==> src/rtl/ecc_irq_pkg.sv <==
package ecc_irq_pkg;
  localparam int NPORT   = 4;
  localparam int EVW     = 6;
  localparam int FSTRIDE = 8;
  localparam int NSLOT   = NPORT * 2;
  localparam int DW      = 32;
  localparam int AW      = 12;

  // event field positions inside one port byte
  localparam int EV_SF_COR = 0;
  localparam int EV_SF_UNC = 1;
  localparam int EV_RO_COR = 2;
  localparam int EV_RO_UNC = 3;

  localparam logic [AW-1:0] A_STS = 12'h000;
  localparam logic [AW-1:0] A_MSK = 12'h004;
  localparam logic [1:0]    PAGE_TAG = 2'b01;
  localparam int BIT_COR = 17;
  localparam int BIT_UNC = 16;
  localparam int BIT_CLR = 31;

  function automatic logic [DW-1:0] usedBits();
    logic [DW-1:0] m;
    m = '0;
    for (int p = 0; p < NPORT; p++) m[p*FSTRIDE +: EVW] = '1;
    return m;
  endfunction

  localparam logic [DW-1:0] USED = usedBits();

  typedef enum logic [2:0] {RD_NONE, RD_STS, RD_MSK, RD_ECC, RD_CAP} rdSel_e;

  typedef struct packed {
    logic                   stsWr;
    logic                   mskWr;
    logic [NPORT*EVW-1:0]   wrField;
    logic [NSLOT-1:0]       eccClr;
    rdSel_e                 rdSel;
    logic [$clog2(NSLOT)-1:0] rdSlot;
    logic [2:0]             rdIdx;
  } ctlStrobe_t;
endpackage

==> src/rtl/ecc_irq_ctl.sv <==
module ecc_irq_ctl import ecc_irq_pkg::*; #(
  parameter int CAPN = 5
) (
  input  logic          regWrEn,
  input  logic [AW-1:0] regAddr,
  input  logic [DW-1:0] regWrData,
  output ctlStrobe_t    strb
);
  logic       isPage;
  logic [7:0] off;
  logic       unusedWr;

  assign isPage   = (regAddr[11:10] == PAGE_TAG);
  assign off      = regAddr[7:0];
  assign unusedWr = ^(regWrData & ~USED & ~(32'h1 << BIT_CLR));

  always_comb begin
    strb = '0;
    strb.stsWr = regWrEn && (regAddr == A_STS);
    strb.mskWr = regWrEn && (regAddr == A_MSK);
    for (int p = 0; p < NPORT; p++)
      strb.wrField[p*EVW +: EVW] = regWrData[p*FSTRIDE +: EVW];
    for (int s = 0; s < NSLOT; s++)
      strb.eccClr[s] = regWrEn && regWrData[BIT_CLR] && isPage &&
                       (regAddr[9:8] == 2'(s / 2)) &&
                       (off == ((s % 2) == 1 ? 8'h04 : 8'h00));
    strb.rdSlot = {regAddr[9:8], 1'b0};
    strb.rdIdx  = off[4:2];
    strb.rdSel  = RD_NONE;
    if (regAddr == A_STS) strb.rdSel = RD_STS;
    else if (regAddr == A_MSK) strb.rdSel = RD_MSK;
    else if (isPage && (off == 8'h00 || off == 8'h04)) begin
      strb.rdSel  = RD_ECC;
      strb.rdSlot = {regAddr[9:8], off[2]};
    end else if (isPage && off[1:0] == 2'b00 &&
                 (off[7:5] == 3'd1 || off[7:5] == 3'd2) &&
                 int'(off[4:2]) < CAPN) begin
      strb.rdSel  = RD_CAP;
      strb.rdSlot = {regAddr[9:8], off[6]};
    end
  end
endmodule

==> src/rtl/ecc_irq_slot.sv <==
module ecc_irq_slot #(
  parameter int CAPN = 5,
  parameter int CAPW = 16
) (
  input  logic                 clk,
  input  logic                 rst,
  input  logic                 clrCmd,
  input  logic                 evCor,
  input  logic                 evUnc,
  input  logic [CAPN*CAPW-1:0] capIn,
  input  logic [2:0]           rdIdx,
  output logic [1:0]           flags,
  output logic [CAPW-1:0]      capOut
);
  logic [CAPN-1:0][CAPW-1:0] cap;
  logic                      fresh;
  logic                      anyEv;

  assign anyEv = evCor || evUnc;
  assign fresh = clrCmd || (flags == 2'b00);

  always_ff @(posedge clk) begin
    if (rst) begin
      flags <= 2'b00;
      cap   <= '0;
    end else begin
      if (clrCmd) flags <= {evCor, evUnc};
      else        flags <= flags | {evCor, evUnc};
      if (anyEv && fresh) cap <= capIn;
      else if (clrCmd)    cap <= '0;
    end
  end

  always_comb begin
    capOut = '0;
    for (int k = 0; k < CAPN; k++)
      if (rdIdx == 3'(k)) capOut = cap[k];
  end
endmodule

==> src/rtl/ecc_irq_dp.sv <==
module ecc_irq_dp import ecc_irq_pkg::*; #(
  parameter int CAPN = 5,
  parameter int CAPW = 16
) (
  input  logic                       clk,
  input  logic                       rst,
  input  ctlStrobe_t                 strb,
  input  logic [NPORT*EVW-1:0]       evtIn,
  input  logic [NSLOT*CAPN*CAPW-1:0] eccCapIn,
  output logic [DW-1:0]              rdData,
  output logic                       irq
);
  localparam int SLICE = CAPN * CAPW;

  logic [EVW-1:0]  sts   [NPORT];
  logic [EVW-1:0]  msk   [NPORT];
  logic [1:0]      flags [NSLOT];
  logic [CAPW-1:0] capRd [NSLOT];

  for (genvar p = 0; p < NPORT; p++) begin : g_port
    logic [EVW-1:0] evt;
    logic [EVW-1:0] clrBits;
    assign evt     = evtIn[p*EVW +: EVW];
    assign clrBits = strb.stsWr ? strb.wrField[p*EVW +: EVW] : '0;

    always_ff @(posedge clk) begin
      if (rst) begin
        sts[p] <= '0;
        msk[p] <= '1;
      end else begin
        sts[p] <= (sts[p] & ~clrBits) | evt;
        if (strb.mskWr) msk[p] <= strb.wrField[p*EVW +: EVW];
      end
    end

    for (genvar f = 0; f < 2; f++) begin : g_fifo
      localparam int S = 2 * p + f;
      ecc_irq_slot #(.CAPN(CAPN), .CAPW(CAPW)) uSlot (
        .clk    (clk),
        .rst    (rst),
        .clrCmd (strb.eccClr[S]),
        .evCor  (evt[f == 0 ? EV_SF_COR : EV_RO_COR]),
        .evUnc  (evt[f == 0 ? EV_SF_UNC : EV_RO_UNC]),
        .capIn  (eccCapIn[S*SLICE +: SLICE]),
        .rdIdx  (strb.rdIdx),
        .flags  (flags[S]),
        .capOut (capRd[S])
      );
    end
  end

  always_comb begin
    irq = 1'b0;
    for (int p = 0; p < NPORT; p++) irq = irq | (|(sts[p] & ~msk[p]));
  end

  always_comb begin
    rdData = '0;
    case (strb.rdSel)
      RD_STS: for (int p = 0; p < NPORT; p++) rdData[p*FSTRIDE +: EVW] = sts[p];
      RD_MSK: for (int p = 0; p < NPORT; p++) rdData[p*FSTRIDE +: EVW] = msk[p];
      RD_ECC: begin
        rdData[BIT_COR] = flags[strb.rdSlot][1];
        rdData[BIT_UNC] = flags[strb.rdSlot][0];
      end
      RD_CAP: rdData[CAPW-1:0] = capRd[strb.rdSlot];
      default: rdData = '0;
    endcase
  end
endmodule

==> src/rtl/ecc_irq_unit.sv <==
module ecc_irq_unit import ecc_irq_pkg::*; #(
  parameter int CAPN = 5,
  parameter int CAPW = 16
) (
  input  logic                       clk,
  input  logic                       rst,
  input  logic                       regWrEn,
  input  logic [AW-1:0]              regAddr,
  input  logic [DW-1:0]              regWrData,
  output logic [DW-1:0]              rdData,
  input  logic [NPORT*EVW-1:0]       evtIn,
  input  logic [NSLOT*CAPN*CAPW-1:0] eccCapIn,
  output logic                       irq
);
  ctlStrobe_t strb;

  ecc_irq_ctl #(.CAPN(CAPN)) uCtl (
    .regWrEn   (regWrEn),
    .regAddr   (regAddr),
    .regWrData (regWrData),
    .strb      (strb)
  );

  ecc_irq_dp #(.CAPN(CAPN), .CAPW(CAPW)) uDp (
    .clk      (clk),
    .rst      (rst),
    .strb     (strb),
    .evtIn    (evtIn),
    .eccCapIn (eccCapIn),
    .rdData   (rdData),
    .irq      (irq)
  );
endmodule

==> config.mk <==
export PLATFORM = sky130hd
export DESIGN_NAME = ecc_irq_unit
export DESIGN_NICKNAME = d
export VERILOG_FILES = /design/src/rtl/ecc_irq_pkg.sv /design/src/rtl/ecc_irq_ctl.sv /design/src/rtl/ecc_irq_slot.sv /design/src/rtl/ecc_irq_dp.sv /design/src/rtl/ecc_irq_unit.sv
export SDC_FILE = /design/constraint.sdc
export NUM_CORES = 1
export LEC_CHECK = 0
export ABC_AREA = 1
export BUFFER_PORTS_ARGS = -buffer_cell sky130_fd_sc_hd__buf_2
export CAP_MARGIN = 25
export CORE_AREA = 5 5 287 289
export DETAILED_ROUTE_END_ITERATION = 7
export DIE_AREA = 0 0 292 294
export PLACE_DENSITY = 0.68
export SLEW_MARGIN = 40
export SYNTH_ARGS = -nofsm -noshare
export SYNTH_HDL_FRONTEND = slang
export SYNTH_SLANG_ARGS = --single-unit
==> constraint.sdc <==
create_clock -name clk -period 3.05 [get_ports clk]
set_clock_uncertainty 0.15 [all_clocks]
set_input_delay 0.61 -clock clk [delete_from_list [all_inputs] [get_ports clk]]
set_output_delay 0.61 -clock clk [all_outputs]
set_load 0.03 [all_outputs]
# After elaboration in Yosys (flattened, before gate mapping)
# Memory sizes are Yosys's and may differ from the RTL's.
# Cells that the tools add are included.
[classes] eq_ne=16 div=0 n_shift=0 muxes=101 n_reduce_logical=71 add_sub_neg=0 n_lt_le_gt_ge=2 multipliers=0 n_bitwise=40
[op_table] cell="2-to-1 mux 80 bit" n=16
[op_table] cell="2-to-1 mux 16 bit" n=42
[op_table] cell="2-to-1 mux 6 bit" n=14
[op_table] cell="bitwise AND 6 bit" n=8
[op_table] cell="binary-select mux 16 bit (select 3 bit)" n=1
[op_table] cell="inverter 6 bit" n=8
[op_table] cell="case mux 6 bit (3 select lines)" n=2
[op_table] cell="logical AND 1 bit" n=28
[op_table] cell="2-to-1 mux 2 bit" n=12
[op_table] cell="OR 6 bit" n=4
[op_table] cell="OR reduction 6 bit" n=4
[op_table] cell="zero test 2 bit" n=10
[op_table] cell="logical OR 1 bit" n=18
[op_table] cell="OR 2 bit" n=8
[op_table] cell="nonzero test 2 bit" n=8
[op_table] cell="== test 3 x 2 -> 1 bit, second input constant" n=5
[op_table] cell="== test 12 x 3 -> 1 bit, second input constant" n=1
[op_table] cell="zero test 12 bit" n=1
[op_table] cell="2-to-1 mux 3 bit" n=4
[op_table] cell="case mux 6 bit (2 select lines)" n=1
[op_table] cell="OR 1 bit" n=11
[op_table] cell="== test 3 x 1 -> 1 bit, second input constant" n=3
[op_table] cell="== test 8 x 3 -> 1 bit, second input constant" n=1
[op_table] cell="zero test 8 bit" n=1
[op_table] cell="11 further kinds" n=19
[totals] rom_bits=0 latch_bits=0 register_bits=656 mem_bits_rw=48 word_cells=280 mem_count=2
[memory_table] memory="uDp.msk" depth=4 word_bits=6 read_ports=4 rd_clocked_by_memory_dff=0 write_ports=4 line_no="ecc_irq_dp.sv:16" text="logic [EVW-1:0] msk [NPORT];"
[memory_table] memory="uDp.sts" depth=4 word_bits=6 read_ports=4 rd_clocked_by_memory_dff=0 write_ports=4 line_no="ecc_irq_dp.sv:15" text="logic [EVW-1:0] sts [NPORT];"

# Longest topological paths before layout
[logic_depth] depth_word=13 depth_mapped=15 mapped_depth_nobuf=14

# By module
# Synthesis repeated with hierarchy kept, for this count alone.
[unflattened] hier_cells=4927 hier_area_um2=33656.0
[modules_own_cells] mod="ecc_irq_slot" seq_area_each_um2=1641.6 cells_each=511 instances=8 area_per_inst_um2=3617.2
[modules_own_cells] mod="ecc_irq_dp" seq_area_each_um2=1201.2 cells_each=751 instances=1 area_per_inst_um2=4210.3
[modules_own_cells] mod="ecc_irq_ctl" seq_area_each_um2=0.0 cells_each=88 instances=1 area_per_inst_um2=508.0

# Least setup slack after synthesis
# No wires, ideal clock.
[synth_path] kind="input to register" start="input regAddr[8]" end="memory uDp.msk[0][0], enable pin" path_slack_ns=0.038 t_required_ns=2.490 arrival_time_ns=2.451 path_stages=6 setup_ns=0.410 path_cell_list="nor2_4 -> inv_2 -> nor3_1 -> nand2_1 -> clkbuf_1 -> o21bai_1"
[synth_lines] item="start: declaration" line_no="ecc_irq_unit.sv:8" text="input logic [AW-1:0] regAddr,"
[synth_lines] item="end: declaration" line_no="ecc_irq_dp.sv:16"

# Worst setup path in the final report
[layout_path] start="input regAddr[4]" end="output rdData[1]"
[layout_between] elab_chain_cells=11
[layout_lines] item="< comparator 3 bit (tied with other cells)" line_no="ecc_irq_ctl.sv:37" text="int'(off[4:2]) < CAPN) begin"
[layout_lines] item="logical AND 1 bit or logical OR 1 bit (tied branches)" line_no="ecc_irq_ctl.sv:36, ecc_irq_ctl.sv:32"
[layout_lines] item="2-to-1 mux 6 bit or logical AND 1 bit (tied branches)" line_no="ecc_irq_ctl.sv:35, ecc_irq_ctl.sv:32"
[layout_lines] item="2-to-1 mux 6 bit" line_no="ecc_irq_ctl.sv:32" text="else if (isPage && (off == 8'h00 || off == 8'h04)) begin"
[layout_lines] item="2-to-1 mux 3 bit" line_no="ecc_irq_ctl.sv:31" text="else if (regAddr == A_MSK) strb.rdSel = RD_MSK;"
[layout_lines] item="2-to-1 mux 3 bit" line_no="ecc_irq_ctl.sv:30" text="if (regAddr == A_STS) strb.rdSel = RD_STS;"
[layout_lines] item="inverter 3 -> 4 bit (not written as such)" line_no="ecc_irq_dp.sv:66" text="RD_CAP: rdData[CAPW-1:0] = capRd[strb.rdSlot];"
[layout_lines] item="binary-select mux 16 bit (select 3 bit)" line_no="ecc_irq_dp.sv:66"
[layout_lines] item="2-to-1 mux 16 bit (not written as such) (2 in a row)" line_no="ecc_irq_dp.sv:66"
[layout_lines] item="case mux 6 bit (3 select lines) *" line_no="ecc_irq_dp.sv:59" text="case (strb.rdSel)"
[layout_lines] item="end: declaration" line_no="ecc_irq_unit.sv:10" text="output logic [DW-1:0] rdData,"
# Mark *: on every way between the ends. The rest lies on a longest branch, timed or not. The select of a mux whose other input is x is not followed.

==> flow_metrics.py <==
metrics = {
    "status": {
        "status": "complete, but fails checks",
        "violations": "negative setup slack",
    },
    "job": {
        "drv_cap": 0,
    },
    "placed_design": {
        "io_buffers": 732,
        "gp_congestion": 0.918,
        "place_inst": 6210,
        "hpwl_mm": 101,
    },
    "yosys": {
        "ys_warn_count": 0,
        "syn_inst": 4476,
        "yosys.cell_types.count": 30,
        "ys_ff_latch": 704,
        "ys_seq_area_frac": 0.472,
        "syn-cell-area_sq_um": 30400,
        "synth_area_per_cell_sq_um": 6.79,
    },
    "clocking": {
        "clkLatencyLatePin_ns": 0.63,
        "clockRootBuffer": "clkbuf_16",
        "cts_tree": "built",
        "clock-sinks": 704,
        "htree_levels": 3,
        "clk_pin_slew_worst_paths_ns": 0.06,
        "cts_max_path_buffers": 3,
        "hold_buffers": 0,
        "numCtsBuffers": 77,
    },
    "global_route": {
        "grt_antenna_before_repair": 35,
        "grt_pass1_wl_mm": 199,
        "grt_pass1_vias": 32200,
        "grt_overflow": 0,
        "grt_usage": 0.303,
        "grt_max_degree": 123,
    },
    "critical_path": {
        "cp_top_family": "simple AND/OR/NAND/NOR gates",
        "startpoint_type": "primary input",
        "worst_ep_required_time_ns": 2.29,
        "cp_slowest_cell": "nand4_1",
        "slowest_delay_ns": 0.30,
        "worst-path-buf-inv": 6,
        "crit_top_cell": "buf_12",
        "path_cells": "buf_12 > buf_12 > nor2_4 > buf_12 > buf_12 > buf_12 > a21oi_2 > nand4_1 > nand4_1 > nand2_2 > nand3_4 > nand2_2 > buf_6",
        "crit_path_max_fanout": 8,
        "crit_type": "primary input to output pin",
        "end_kind": "output pin",
        "crit_arrival_ns": 2.57,
    },
    "cells_and_area": {
        "drive_gt1_frac": 0.268,
        "final_cell_mix": "nand2_1, a21oi_1, buf_2",
        "fin_nets": 6023,
        "final_cells": 6451,
        "syn2layout_area_growth_pct": 38.1,
        "final_common_cell": "nand2_1",
    },
    "floorplan": {
        "die_x_microns": 292,
        "die_y_microns": 294,
        "rows": 104,
        "core_sq_um": 79600,
        "dieArea_sq_um": 85800,
        "ios": 744,
        "initial_core_util": 0.382,
    },
    "routing": {
        "final_antenna_net_count": 0,
        "via_per_inst": 5.18,
        "totalWireLength_mm": 138,
        "drc": 0,
        "drt-pass1-iter-count": 5,
        "dr.first_iter.drc_count": 3078,
        "via_count": 33400,
        "wl_per_cell_microns": 21.5,
    },
    "timing": {
        "tightestPinTransition_ns": 0.649,
        "finalSetupViolations": 18,
        "clock.fmax_mhz": 300,
        "period_minus_slack_ns": 3.33,
        "final_hold_viol_count": 0,
        "maxSlewHeadroom": 0.567,
        "rsz0062_at_grt": "true",
        "fin_setup_tns_ns": -2.98,
        "slew_viol_final": 0,
        "finalCritPeriodShare": 1.09,
        "post-route-worst-setup-slack_ns": -0.279,
    },
    "hold_path": {
        "min_path_type": "primary input to register",
    },
    "power": {
        "power.density_nw_per_um2": 554,
        "leakage_nw": 18.1,
        "vdd_ir_drop_max_uv": 404,
    },
}
==> area by class of cell <==
cell class	count	area, sq um
clock buffer	110	2230
tap	1060	1330
sequential	704	14300
multi-input combinational	3329	15300
inverter	147	589
timing repair buffer	1053	7870
clock inverter	27	325
fill	7780	37700
antenna	21	52.6
==> stage by stage <==
| step | hold WS [ns] | worst slack, ns | area (sq um) | total power (W) | utilization |
|---|---|---|---|---|---|
| 2_1_floorplan | 0.290 | 0.0383 | 30400 | 0.0119 | - |
| 3_3_place_gp | 0.297 | -0.745 | 36600 | 0.0135 | 0.460 |
| 3_5_place_dp | 0.301 | -0.706 | 36600 | 0.0135 | 0.460 |
| 4_1_cts | 0.0381 | -0.228 | 41200 | 0.0232 | 0.518 |
| 5_1_grt | 0.0623 | -0.282 | 42000 | 0.0240 | 0.527 |
| 6_report | 0.0702 | -0.279 | 42000 | 0.0233 | 0.527 |
==> cells in the mapped netlist <==
cell          n  area [sq um]
nand3b_1     20           150
nor2_4        3          33.8
buf_6         8          90.1
nor3_1        1          5.00
o21bai_1      5          37.5
a2111oi_0     4          35.0
nand2_1    2172          8150
dfxtp_1     680         13600
buf_4        16           120
and2_0       16           100
a22oi_1      16           120
clkbuf_1    124           465
buf_2       146           731
o21ai_0      48           240
nand2_2       1          6.26
a21boi_0      1          7.51
inv_2        28           105
conb_1        1          3.75
nor3_2        1          10.0
inv_1       119           447
o211ai_1      1          7.51
o21ai_1      35           175
edfxtp_1     24           721
a21oi_1     713          3570
nand4_1      70           438
nor2_2        4          25.0
buf_1         5          18.8
nand3_1     115           576
o22ai_1       9          56.3
nor2_1       90           338
==> worst paths after layout <==
kind	start	endpoint	slack, ns	cells past startpoint
max reg2reg	uDp.g_port[0].g_fifo[0].uSlot.flags[1]$_SDFF_PP0_	uDp.g_port[0].g_fifo[0].uSlot.cap[2]$_SDFFE_PP0P_	1.25	7
max	regAddr[4]	rdData[1]	-0.28	13
min	evtIn[10]	uDp.sts[1][4]$_SDFF_PP0_	0.07	3
min reg2reg	uDp.g_port[0].g_fifo[0].uSlot.cap[1]$_SDFFE_PP0P_	uDp.g_port[0].g_fifo[0].uSlot.cap[1]$_SDFFE_PP0P_	0.31	2
==> what timing repair did <==
| item | CTS | global route |
|---|---|---|
| cloned | 19 | 2 |
| pin swaps | 86 | 118 |
| gates resized for setup | 306 | 163 |
| buffers inserted | 48 | 22 |
| endpoints found under the setup margin | 28 | 29 |
==> power by group <==
| group | total [W] | switching [W] | internal, W |
|---|---|---|---|
| registers | 0.0102 | 0.000372 | 0.00987 |
| clock network | 0.00957 | 0.00396 | 0.00562 |
| logic | 0.00343 | 0.00206 | 0.00137 |
| total | 0.0233 | 0.00639 | 0.0169 |
==> layer usage <==
layer  global-route usage  vias up  part of all wire
met5                    0        -            0.0014
met4                0.120       30             0.047
met3               0.0710      318             0.081
met2                0.502     1419              0.47
met1                0.385    15600              0.40
li1                     -    16000                 -
==> worst min-delay path, delay by kind of cell <==
family	cells	cell delay, ns
buf+inv	2	0.13
compound gates	1	0.05
==> cells by family (layout without fill, tap and decap cells) <==
family	Yosys count	count (layout)	share of synthesized area
compound gates	832	832	0.140
buf+inv	446	1337	0.0650
flops	704	704	0.472
other cells	1	25	0.000123
simple gates	2493	2493	0.324
==> flip-flops by register name, summed over array words and instances (netlist names) <==
signal                         cells
uDp.sts                           24
uDp.g_port.g_fifo.uSlot.cap      640
uDp.msk                           24
uDp.g_port.g_fifo.uSlot.flags     16
Power figures use the tool's default switching activity.
